### src/rtl/nap_pkg.sv
package nap_pkg;
  typedef enum logic [2:0] {
    NS_AWAKE  = 3'd0,
    NS_ENTER  = 3'd1,
    NS_ASLEEP = 3'd2,
    NS_EXIT   = 3'd3,
    NS_RECOV  = 3'd4
  } nap_state_e;
endpackage

### src/rtl/nap_sync.sv
module nap_sync #(
  parameter int STAGES = 2
) (
  input  logic clk,
  input  logic rst,
  input  logic din,
  output logic q
);
  logic [STAGES-1:0] chain;

  generate
    if (STAGES == 1) begin : g_one
      always_ff @(posedge clk) begin
        if (rst) chain <= '0;
        else     chain <= din;
      end
    end else begin : g_many
      always_ff @(posedge clk) begin
        if (rst) chain <= '0;
        else     chain <= {chain[STAGES-2:0], din};
      end
    end
  endgenerate

  assign q = chain[STAGES-1];
endmodule

### src/rtl/nap_fsm.sv
module nap_fsm
  import nap_pkg::*;
#(
  parameter int LATENCY         = 2,
  parameter int RECOVERY_CYCLES = 6
) (
  input  logic       clk,
  input  logic       rst,
  input  logic       req,
  output nap_state_e state,
  output logic       block_q,
  output logic       sleep_q,
  output logic       recov_q,
  output logic       drop_q
);
  localparam int CMAX = (LATENCY > RECOVERY_CYCLES) ? LATENCY : RECOVERY_CYCLES;
  localparam int CW   = $clog2(CMAX + 1);
  localparam logic [CW-1:0] LAT_LOAD = CW'(LATENCY - 1);
  localparam logic [CW-1:0] REC_LOAD = CW'(RECOVERY_CYCLES - 1);

  nap_state_e       nxt;
  logic [CW-1:0]    cnt, cnt_nxt;
  logic             cnt_zero;

  assign cnt_zero = (cnt == '0);

  always_comb begin
    nxt     = state;
    cnt_nxt = cnt;
    unique case (state)
      NS_AWAKE: begin
        if (req) begin
          nxt     = NS_ENTER;
          cnt_nxt = LAT_LOAD;
        end
      end
      NS_ENTER: begin
        if (cnt_zero) nxt = NS_ASLEEP;
        else          cnt_nxt = cnt - 1'b1;
      end
      NS_ASLEEP: begin
        if (!req) begin
          nxt     = NS_EXIT;
          cnt_nxt = LAT_LOAD;
        end
      end
      NS_EXIT: begin
        if (cnt_zero) begin
          nxt     = NS_RECOV;
          cnt_nxt = REC_LOAD;
        end else begin
          cnt_nxt = cnt - 1'b1;
        end
      end
      NS_RECOV: begin
        if (cnt_zero) nxt = NS_AWAKE;
        else          cnt_nxt = cnt - 1'b1;
      end
      default: begin
        nxt     = NS_AWAKE;
        cnt_nxt = '0;
      end
    endcase
  end

  always_ff @(posedge clk) begin
    if (rst) begin
      state   <= NS_AWAKE;
      cnt     <= '0;
      block_q <= 1'b0;
      sleep_q <= 1'b0;
      recov_q <= 1'b0;
      drop_q  <= 1'b0;
    end else begin
      state   <= nxt;
      cnt     <= cnt_nxt;
      block_q <= (nxt != NS_AWAKE);
      sleep_q <= (nxt == NS_ASLEEP);
      recov_q <= (nxt == NS_RECOV);
      drop_q  <= (state == NS_AWAKE) && (nxt == NS_ENTER);
    end
  end

  p_exclusive_r12: assert property (@(posedge clk) disable iff (rst)
    !(sleep_q && recov_q));
  p_cover_block_r12: assert property (@(posedge clk) disable iff (rst)
    (sleep_q || recov_q) |-> block_q);
  p_drop_single_r4: assert property (@(posedge clk) disable iff (rst)
    drop_q |=> !drop_q);
  p_drop_opens_block_r8: assert property (@(posedge clk) disable iff (rst)
    drop_q |-> (block_q && !$past(block_q)));
  p_entry_two_r3: assert property (@(posedge clk) disable iff (rst)
    $rose(sleep_q) |-> $past(drop_q, 2));
  p_exit_two_r6: assert property (@(posedge clk) disable iff (rst)
    $rose(recov_q) |-> (!$past(sleep_q) && !$past(sleep_q, 2) && $past(sleep_q, 3)));
  p_release_after_recov_r7: assert property (@(posedge clk) disable iff (rst)
    $fell(block_q) |-> $past(recov_q));
endmodule

### src/rtl/nap_guard.sv
module nap_guard
  import nap_pkg::*;
#(
  parameter int STROBES = 2
) (
  input  logic               clk,
  input  logic               rst,
  input  nap_state_e         state,
  input  logic               sel,
  input  logic [STROBES-1:0] stb,
  output logic               err_q
);
  logic quiet_phase;
  logic activity;

  assign quiet_phase = (state == NS_ENTER) || (state == NS_EXIT) || (state == NS_RECOV);
  assign activity    = sel || (|stb);

  always_ff @(posedge clk) begin
    if (rst) err_q <= 1'b0;
    else     err_q <= quiet_phase && activity;
  end

  p_err_needs_activity_r9: assert property (@(posedge clk) disable iff (rst)
    err_q |-> ($past(sel) || $past(|stb)));
endmodule

### src/rtl/nap_sequencer.sv
module nap_sequencer
  import nap_pkg::*;
#(
  parameter int SYNC_STAGES     = 2,
  parameter int LATENCY         = 2,
  parameter int RECOVERY_CYCLES = 6,
  parameter int STROBES         = 2
) (
  input  logic               clk,
  input  logic               rst,
  input  logic               sleep_pin,
  input  logic               sel_active,
  input  logic [STROBES-1:0] strobe_active,
  output logic               block_access,
  output logic               sleep_active,
  output logic               recov_busy,
  output logic               drop_pending,
  output logic               proto_err
);
  logic       req_sync;
  nap_state_e state;

  nap_sync #(.STAGES(SYNC_STAGES)) u_sync (
    .clk (clk),
    .rst (rst),
    .din (sleep_pin),
    .q   (req_sync)
  );

  nap_fsm #(
    .LATENCY         (LATENCY),
    .RECOVERY_CYCLES (RECOVERY_CYCLES)
  ) u_fsm (
    .clk     (clk),
    .rst     (rst),
    .req     (req_sync),
    .state   (state),
    .block_q (block_access),
    .sleep_q (sleep_active),
    .recov_q (recov_busy),
    .drop_q  (drop_pending)
  );

  nap_guard #(.STROBES(STROBES)) u_guard (
    .clk   (clk),
    .rst   (rst),
    .state (state),
    .sel   (sel_active),
    .stb   (strobe_active),
    .err_q (proto_err)
  );

  p_err_in_quiet_phase_r9: assert property (@(posedge clk) disable iff (rst)
    proto_err |-> ($past(block_access) && !$past(sleep_active)));
  p_entry_follows_request_r2: assert property (@(posedge clk) disable iff (rst)
    $rose(block_access) |-> $past(req_sync));
endmodule

### config.mk
export PLATFORM = sky130hd
export DESIGN_NAME = nap_sequencer
export DESIGN_NICKNAME = d
export VERILOG_FILES = /design/src/rtl/nap_pkg.sv /design/src/rtl/nap_sync.sv /design/src/rtl/nap_fsm.sv /design/src/rtl/nap_guard.sv /design/src/rtl/nap_sequencer.sv
export SDC_FILE = /design/constraint.sdc
export NUM_CORES = 1
export LEC_CHECK = 0
export ABC_AREA = 1
export BUFFER_PORTS_ARGS = -buffer_cell sky130_fd_sc_hd__buf_2
export CAP_MARGIN = 40
export CORE_MARGIN = 3
export CORE_UTILIZATION = 40
export CTS_CLUSTER_DIAMETER = 200
export DETAILED_ROUTE_END_ITERATION = 6
export GPL_ROUTABILITY_DRIVEN = 0
export PLACE_DENSITY = 0.71
export SLEW_MARGIN = 10
export SYNTH_ARGS = -nofsm -noshare
export SYNTH_HDL_FRONTEND = slang
export SYNTH_SLANG_ARGS = --single-unit
### constraint.sdc
create_clock -name clk -period 1.73 [get_ports clk]
set_input_delay 0 -clock clk [delete_from_list [all_inputs] [get_ports clk]]
set_output_delay 0 -clock clk [all_outputs]
set_load 0.02 [all_outputs]
; Word level (Yosys, flattened, before mapping)
; Index checks and enable logic that the tools add are counted.
[word_totals]
romBits = 0
mem_count = 0
latchBits = 0
in_bits = 6
regBits = 13
elab_cells = 41
mem_bits_rw = 0
out_inout_bits = 5
[classes]
div_mod_pow = 0
add_sub_neg = 1
mul = 0
bitwise_logic = 0
eq_ne = 10
magnitude_cmp = 0
mux = 11
shift = 0
reduce_logical = 11
[ops]
columns = cell, n
row1 = 2-to-1 mux 3 bit, 9
row2 = case mux 3 bit (5 select lines), 1
row3 = case mux 3 bit (4 select lines), 1
row4 = "equality test 3 x 2 -> 1 bit, second input constant", 3
row5 = "equality test 3 x 1 -> 1 bit, second input constant", 2
row6 = "equality test 3 bit, second input constant", 2
row7 = zero test 3 bit, 2
row8 = "inequality test 2 bit, second input constant", 3
row9 = OR reduction 2 bit, 2
row10 = logical OR 1 bit, 3
row11 = AND reduction 3 bit, 1
row12 = nonzero test 3 bit, 1
row13 = "subtractor 3 x 1 -> 3 bit, second input constant", 1
row14 = logical AND 1 bit, 2

; Longest topological paths before layout
; Gate-level depths: netlist of run 1.
[logic_depth]
ltp_word = 5
depth_mapped = 8
depth_no_buf = 8

; Cells and area by module
; Synthesis of run 1 repeated with hierarchy kept, for this count alone.
[unflattened]
hier_cells = 94
hier_area_um2 = 653.1
[modules_own_cells]
columns = mod, area_each_um2, cells_each, instances, seq_area_each_um2
row1 = nap_fsm, 541.8, 79, 1, 200.2
row2 = nap_guard, 56.3, 9, 1, 20.0
row3 = nap_sync, 55.1, 6, 1, 40.0

; Worst setup path before layout of run 1
; Ideal clock, no wire load.
[synth_path]
path_kind = flip-flop to flip-flop
startpoint = reg u_fsm.cnt[0]
endpoint = reg u_fsm.block_q
arrival_time_ns = 1.081
n_path_buf = 0
slack_ns = 0.528
setup_time_ns = 0.121
period_less_slack_ns = 1.202
required_ns = 1.609
stages_incl_launch_ff = 9
cell_sequence = dfxtp_1 inv_1 ha_1 nand2_1 inv_1 nand2_1 nand3_1 nand2_1 nand3_1
[synth_via]
elab_chain_len = 4
word_cells_on_any_way = 6
cone_classes = 4 x mux / 2 x reduce/logical
[synth_rtl]
columns = item, line
row1 = "start, declared", nap_fsm.sv:22  ; logic [CW-1:0] cnt, cnt_nxt;
row2 = "start signal, assigned", nap_fsm.sv:76  ; cnt <= cnt_nxt;
row3 = zero test 3 bit *, nap_fsm.sv:25  ; assign cnt_zero = (cnt == '0);
row4 = 2-to-1 mux 3 bit (on tied branches), "nap_fsm.sv:56, nap_fsm.sv:38, nap_fsm.sv:48"
row5 = case mux 3 bit (5 select lines) *, nap_fsm.sv:30  ; unique case (state)
row6 = nonzero test 3 bit *, nap_fsm.sv:77  ; block_q <= (nxt != NS_AWAKE);
row7 = "end signal, assigned", nap_fsm.sv:77
row8 = "end, declared", nap_fsm.sv:11  ; output logic block_q,
; Mark *: on every way between the ends. The rest lies on a longest branch, timed or not.
; A chain may end at the register's enable or synchronous reset.

; Final worst setup path of run 1
[layout_path]
startpoint = reg u_fsm.state[1]
endpoint = reg u_guard.err_q
[layout_via]
elab_chain_len = 4
word_cells_on_any_way = 6
cone_classes = 3 x eq/ne / 3 x reduce/logical
[layout_rtl]
columns = item, line
row1 = "start, declared", nap_fsm.sv:10  ; output nap_state_e state,
row2 = "start signal, assigned", nap_fsm.sv:75  ; state <= nxt;
row3 = equality test 3 x 1 -> 1 bit / equality test 3 x 2 -> 1 bit (equally long branches), nap_guard.sv:16  ; assign quiet_phase = (state == NS_ENTER) || (state == NS_EXIT) || (state == NS_RECOV);
row4 = logical OR 1 bit, nap_guard.sv:16
row5 = logical OR 1 bit *, nap_guard.sv:16
row6 = logical AND 1 bit *, nap_guard.sv:21  ; else err_q <= quiet_phase && activity;
row7 = "end signal, assigned", nap_guard.sv:21
row8 = "end, declared", nap_guard.sv:11  ; output logic err_q
; Marked as above.

==> results of run 1 <==
==> metrics by stage <==
| stage | std cells | cell area (µm²) | hold WS, ns | setup WS (ns) |
|---|---|---|---|---|
| floorplan | 93 | 639.4 | 0.06907 | 0.5282 |
| finish | 126 | 775.7 | 0.4067 | 0.1338 |
| global placement | 117 | 696.9 | 0.2036 | 0.4636 |
| global route | 126 | 775.7 | 0.4297 | 0.05381 |
| detailed placement | 117 | 696.9 | 0.2087 | 0.4217 |
| CTS | 126 | 773.2 | 0.4088 | 0.04525 |
==> area by class of cell <==
class                           instances  area, µm²
Clock buffer                            4      26.28
Multi-Input combinational cell         63      307.8
Inverter                               16      60.06
Tap cell                               15      18.77
Fill cell                             140      623.1
Timing Repair Buffer                   15      100.1
Sequential cell                        13      262.8
==> cells by family after synthesis <==
family	after synthesis	share of synthesized area
AND/OR/NAND/NOR	52	0.3562
XOR/XNOR	1	0.01370
AO/OA/AOI/OAI	8	0.07240
flip-flops	13	0.4070
adder cells (fa/ha/maj)	2	0.03913
buffers and inverters	17	0.1115
==> flip-flops by register name, indices dropped and copies added, names as in the netlist <==
| signal | count |
|---|---|
| u_fsm.block_q | 1 |
| u_sync.chain | 2 |
| u_fsm.cnt | 3 |
| u_guard.err_q | 1 |
| u_fsm.state | 3 |
| u_fsm.sleep_q | 1 |
| u_fsm.drop_q | 1 |
| u_fsm.recov_q | 1 |
==> cells in the final DEF, fill, tap and decap left out <==
cell | synthesis | layout
buf_2 | 0 | 10
clkbuf_1 | 0 | 1
nand3_2 | 1 | 1
o21ai_0 | 2 | 2
o21ai_1 | 1 | 1
nand2_1 | 26 | 26
dfxtp_1 | 13 | 11
dfxtp_2 | 0 | 2
nand2_2 | 1 | 1
nand4_1 | 1 | 1
a21oi_1 | 3 | 3
nand3_1 | 13 | 13
o211ai_1 | 1 | 1
clkbuf_4 | 0 | 3
ha_1 | 2 | 2
o31a_1 | 1 | 1
nor2_2 | 2 | 2
xnor2_1 | 1 | 1
inv_2 | 2 | 2
nor2_1 | 8 | 8
inv_1 | 14 | 14
dlygate4sd3_1 | 0 | 5
==> path summary, 6_finish.rpt <==
path,from,end,slack (ns)
hold reg to reg,u_sync.chain[0]$_SDFF_PP0_,u_sync.chain[1]$_SDFF_PP0_,0.41
setup / recovery,u_fsm.state[1]$_SDFF_PP0_,u_guard.err_q$_SDFF_PP0_,0.13
setup reg to reg,u_fsm.state[1]$_SDFF_PP0_,u_guard.err_q$_SDFF_PP0_,0.13
hold / removal,u_sync.chain[0]$_SDFF_PP0_,u_sync.chain[1]$_SDFF_PP0_,0.41
==> routing by layer <==
metal	wire length, µm	track usage	vias to the layer above
met5	0	0	-
met4	23	0.09659	0
met3	64	0.01581	4
met2	551	0.1978	18
met1	599	0.1853	260
li1	-	-	330
==> cell usage after synthesis (2+ instances only) <==
master / instances / area (µm²)
nand2_1: 26 / 97.59
inv_1: 14 / 52.55
dfxtp_1: 13 / 260.3
nand3_1: 13 / 65.06
nor2_1: 8 / 30.03
a21oi_1: 3 / 15.01
ha_1: 2 / 25.02
inv_2: 2 / 7.510
nor2_2: 2 / 12.51
o21ai_0: 2 / 10.01
==> worst max-delay path, stage by stage, from the launching register on <==
cell	delay [ns]
dfxtp_1	0.47
nand3_1	0.16
a21oi_1	0.22
o31a_1	0.16
dlygate4sd3_1	0.54
==> report_power, final <==
group          switching [mW]  leakage [nW]  internal [mW]  total, mW
sequential             0.0519         0.107          0.369      0.421
combinational           0.329         0.278          0.189      0.518
clock                  0.0896        0.0150         0.0892      0.179
total                   0.470         0.400          0.648       1.12
==> repair_timing <==
item                       in CTS  in global routing
resized for setup               0                  2
setup endpoints to repair       0                  1
hold buffers                    5                  0
hold endpoints to repair        6                  0
==> impl_metrics.json, run 1 <==
{
  "status": "completed",
  "fin_util": 0.5546,
  "finalCritPeriodShare": 0.9226,
  "hold_class": "reg -> reg",
  "synth-seq-cells": 13,
  "setup_viol": 0,
  "r2r_cells": 4,
  "die_y_um": 45.98,
  "cts_tree": "built",
  "drt_iter0_markers": 16,
  "grtUsageTotal": 0.1369,
  "synth_area_um2": 639.4,
  "wl_mm": 1.239,
  "cts.sinks": 13,
  "finalHoldViolCount": 0,
  "die-area_um2": 2114,
  "async_flop_share": 0,
  "tightestPinTransition_ns": 0.2652,
  "rsz0062_at_grt": "false",
  "core_area_um2": 1399,
  "vias": 612,
  "worst-setup-path-type": "reg -> reg",
  "power.density_nw_per_um2": 1441,
  "maxCapViolations": 0,
  "leakage_nw": 0.3999,
  "final_antenna_net_count": 0,
  "vias_per_cell": 4.857,
  "clk_pin_slew_worst_paths_ns": 0.08,
  "ios": 11,
  "grt_pass1_wl_mm": 2.111,
  "ys_warn_count": 0,
  "start_util": 0.4571,
  "drt_pass1_iterations": 4,
  "syn_area_per_cell_um2": 6.875,
  "drv_slew": 0,
  "slew_headroom": 0.8229,
  "clk_path_buf_depth": 2,
  "rows": 13,
  "antenna_cells": 0,
  "fin_skew_ns": 0.004643,
  "routedWlPerCell_um": 9.833,
  "clk_latency_ns": 0.27,
  "synth_cell_type_count": 18,
  "critPathArrivalTime_ns": 1.81,
  "antenna_found_initial": 0,
  "finalPower_mw": 1.118,
  "synth-edff-count": 0,
  "remaining_drc_errors": 0,
  "cts_made_buffers": 3,
  "ir_drop_mv": 0.8733,
  "cp_max_fo": 7,
  "critPathCaptureType": "register",
  "final_nets": 120,
  "clockRootBuffer": "clkbuf_4",
  "synth_top_flop_cell": "dfxtp_1",
  "dieWidth_um": 45.98,
  "htree_levels": 1,
  "cts_setup_buffers": 0,
  "syn2layout_area_growth_pct": 21.33,
  "whs_path_depth": 2,
  "port_buffers": 10,
  "cp-start-kind": "register",
  "syn_nets": 101,
  "hpwl_um": 930.2,
  "max_freq_mhz": 626.5,
  "grt_max_degree": 10,
  "grt_pass1_vias": 527,
  "totalNegativeSetupSlack_ns": 0,
  "drive_gt1_frac": 0.1892,
  "seq_area_frac_synth": 0.4070,
  "gr-total-overflow": 0,
  "netlist_instances": 93,
  "worstPathRequired_ns": 1.94,
  "min_period_ns": 1.596
}
No activity file was read; power rests on OpenSTA's default activity.
==> inputs of run 2 (changes only) <==
--- a/config.mk
+++ b/config.mk
@@ -13,7 +13,7 @@
 export CTS_CLUSTER_DIAMETER = 200
 export DETAILED_ROUTE_END_ITERATION = 6
 export GPL_ROUTABILITY_DRIVEN = 0
-export PLACE_DENSITY = 0.71
+export REMOVE_ABC_BUFFERS = 1
 export SLEW_MARGIN = 10
 export SYNTH_ARGS = -nofsm -noshare
 export SYNTH_HDL_FRONTEND = slang
==> impl_metrics.json, run 2 (synthesized netlist as in run 1, its figures left out) <==
{
  "grtUsageTotal": 0.1530,
  "grt_pass1_vias": 552,
  "cts.sinks": 13,
  "seqPwrFrac": 0.375,
  "critPathArrivalTime_ns": 1.80,
  "setup_viol": 0,
  "dieWidth_um": 45.98,
  "cts_tree": "built",
  "drive_gt1_frac": 0.1892,
  "vias": 596,
  "final_antenna_net_count": 0,
  "drt_iter0_markers": 8,
  "finalCritPeriodShare": 0.9226,
  "intPower_uw": 648.8,
  "switching_share": 0.4266,
  "status": "completed",
  "tightestPinTransition_ns": 0.2696,
  "die_y_um": 45.98,
  "drv_slew": 0,
  "die-area_um2": 2114,
  "top_regs": "u_fsm.cnt (3), u_fsm.state (3), u_sync.chain (2)",
  "met1_usage": 0.2095,
  "cp_slowest_cell": "dlygate4sd3_1",
  "cp-start-kind": "register",
  "syn2layout_area_growth_pct": 21.33,
  "grt_max_degree": 10,
  "ios": 11,
  "cp_max_fo": 9,
  "maxCapViolations": 0,
  "worstPathRequired_ns": 1.94,
  "combPwrFrac": 0.471,
  "ir_drop_mv": 0.7662,
  "busiest_layer": "met2",
  "crit_path_cell_trace": "inv_1 > nand2_2 > nand3_2 > a21oi_1 > o31a_1 > dlygate4sd3_1",
  "fin_skew_ns": 0.001162,
  "p_clk_frac": 0.154,
  "slowest_delay_ns": 0.53,
  "layout_commonest_cell": "nand2_1",
  "leakage_nw": 0.3999,
  "drt_pass1_iterations": 4,
  "clk_latency_ns": 0.26,
  "worst-setup-path-type": "reg -> reg",
  "port_buffers": 10,
  "min_period_ns": 1.596,
  "rows": 13,
  "wl_mm": 1.356,
  "hold_slack_ns": 0.4097,
  "hpwl_um": 957.6,
  "power.density_nw_per_um2": 1459,
  "remaining_drc_errors": 0,
  "htree_levels": 1,
  "critPathCaptureType": "register",
  "vias_per_cell": 4.730,
  "layout_common_cells": "nand2_1, inv_1, nand3_1, dfxtp_1, buf_2",
  "antenna_cells": 0,
  "grt_pass1_wl_mm": 2.332,
  "met3_usage": 0.03557,
  "finalHoldViolCount": 0,
  "cts_made_buffers": 3,
  "totalNegativeSetupSlack_ns": 0,
  "clockRootBuffer": "clkbuf_4",
  "cts_setup_buffers": 0,
  "gr-total-overflow": 0,
  "clk_pin_slew_worst_paths_ns": 0.07,
  "core_area_um2": 1399,
  "antenna_found_initial": 0,
  "p_sw_uw": 482.7,
  "clk_path_buf_depth": 2,
  "hold_class": "reg -> reg",
  "routedWlPerCell_um": 10.76,
  "final_nets": 120,
  "start_util": 0.4571,
  "use_met2": 0.2198,
  "slew_headroom": 0.8198,
  "rsz0062_at_grt": "false",
  "max_freq_mhz": 626.5
}
==> run 2: cell counts in the layout (fill, tap and decap cells not counted) <==
Identical to the previous run, type by type.
==> run 2: layout make-up <==
cell class,count,area [µm²]
multi-input combinational,63,307.8
clock buffer,4,26.28
timing repair buffer,15,100.1
inverter,16,60.06
fill,141,623.1
sequential,13,262.8
tap,15,18.77
==> run 2: path summary, 6_finish.rpt <==
check                                           startpoint                          to  slack (ns)  depth (start not counted)
worst max-delay path             u_fsm.state[0]$_SDFF_PP0_    u_guard.err_q$_SDFF_PP0_        0.13                          6
worst min-delay path            u_sync.chain[0]$_SDFF_PP0_  u_sync.chain[1]$_SDFF_PP0_        0.41                          2
worst max register to register   u_fsm.state[0]$_SDFF_PP0_    u_guard.err_q$_SDFF_PP0_        0.13                          6
worst min register to register  u_sync.chain[0]$_SDFF_PP0_  u_sync.chain[1]$_SDFF_PP0_        0.41                          2
==> run 2: worst max-delay path, delay by kind of cell (launching register included) <==
kind,cells,cell delay (ns)
simple gates,2,0.18
flops,1,0.43
compound gates,2,0.34
buf+inv,2,0.60
==> run 2: power groups by stage <==
stage	sequential (mW)	clock, mW	combinational (mW)
3_3_place_gp	0.427	0	0.499
3_5_place_dp	0.427	0	0.508
5_1_grt	0.432	0.197	0.608
6_report	0.425	0.174	0.532
2_1_floorplan	0.452	0	0.362
4_1_cts	0.421	0.184	0.531
==> run 2: what timing repair did <==
item,CTS,global route
endpoints found under the hold margin,6,0
hold buffers,5,0
endpoints found under the setup margin,0,1
gates resized for setup,0,2
==> run 2: routing by layer <==
layer,up-vias,share of wire
li1,326,-
met1,262,0.53
met2,6,0.44
met3,2,0.019
met4,0,0.010
met5,-,0
==> run 2: stage by stage <==
stage	setup WS (ns)	instances	power, mW	instance area (µm²)	utilization
after global placement	0.4292	117	0.9264	696.9	0.4982
after CTS	0.02279	126	1.136	773.2	0.5528
after floorplan	0.5282	92	0.8141	628.1	-
after detailed placement	0.3794	117	0.9350	696.9	0.4982
after global routing	0.009799	126	1.237	775.7	0.5546
final	0.1339	126	1.131	775.7	0.5546
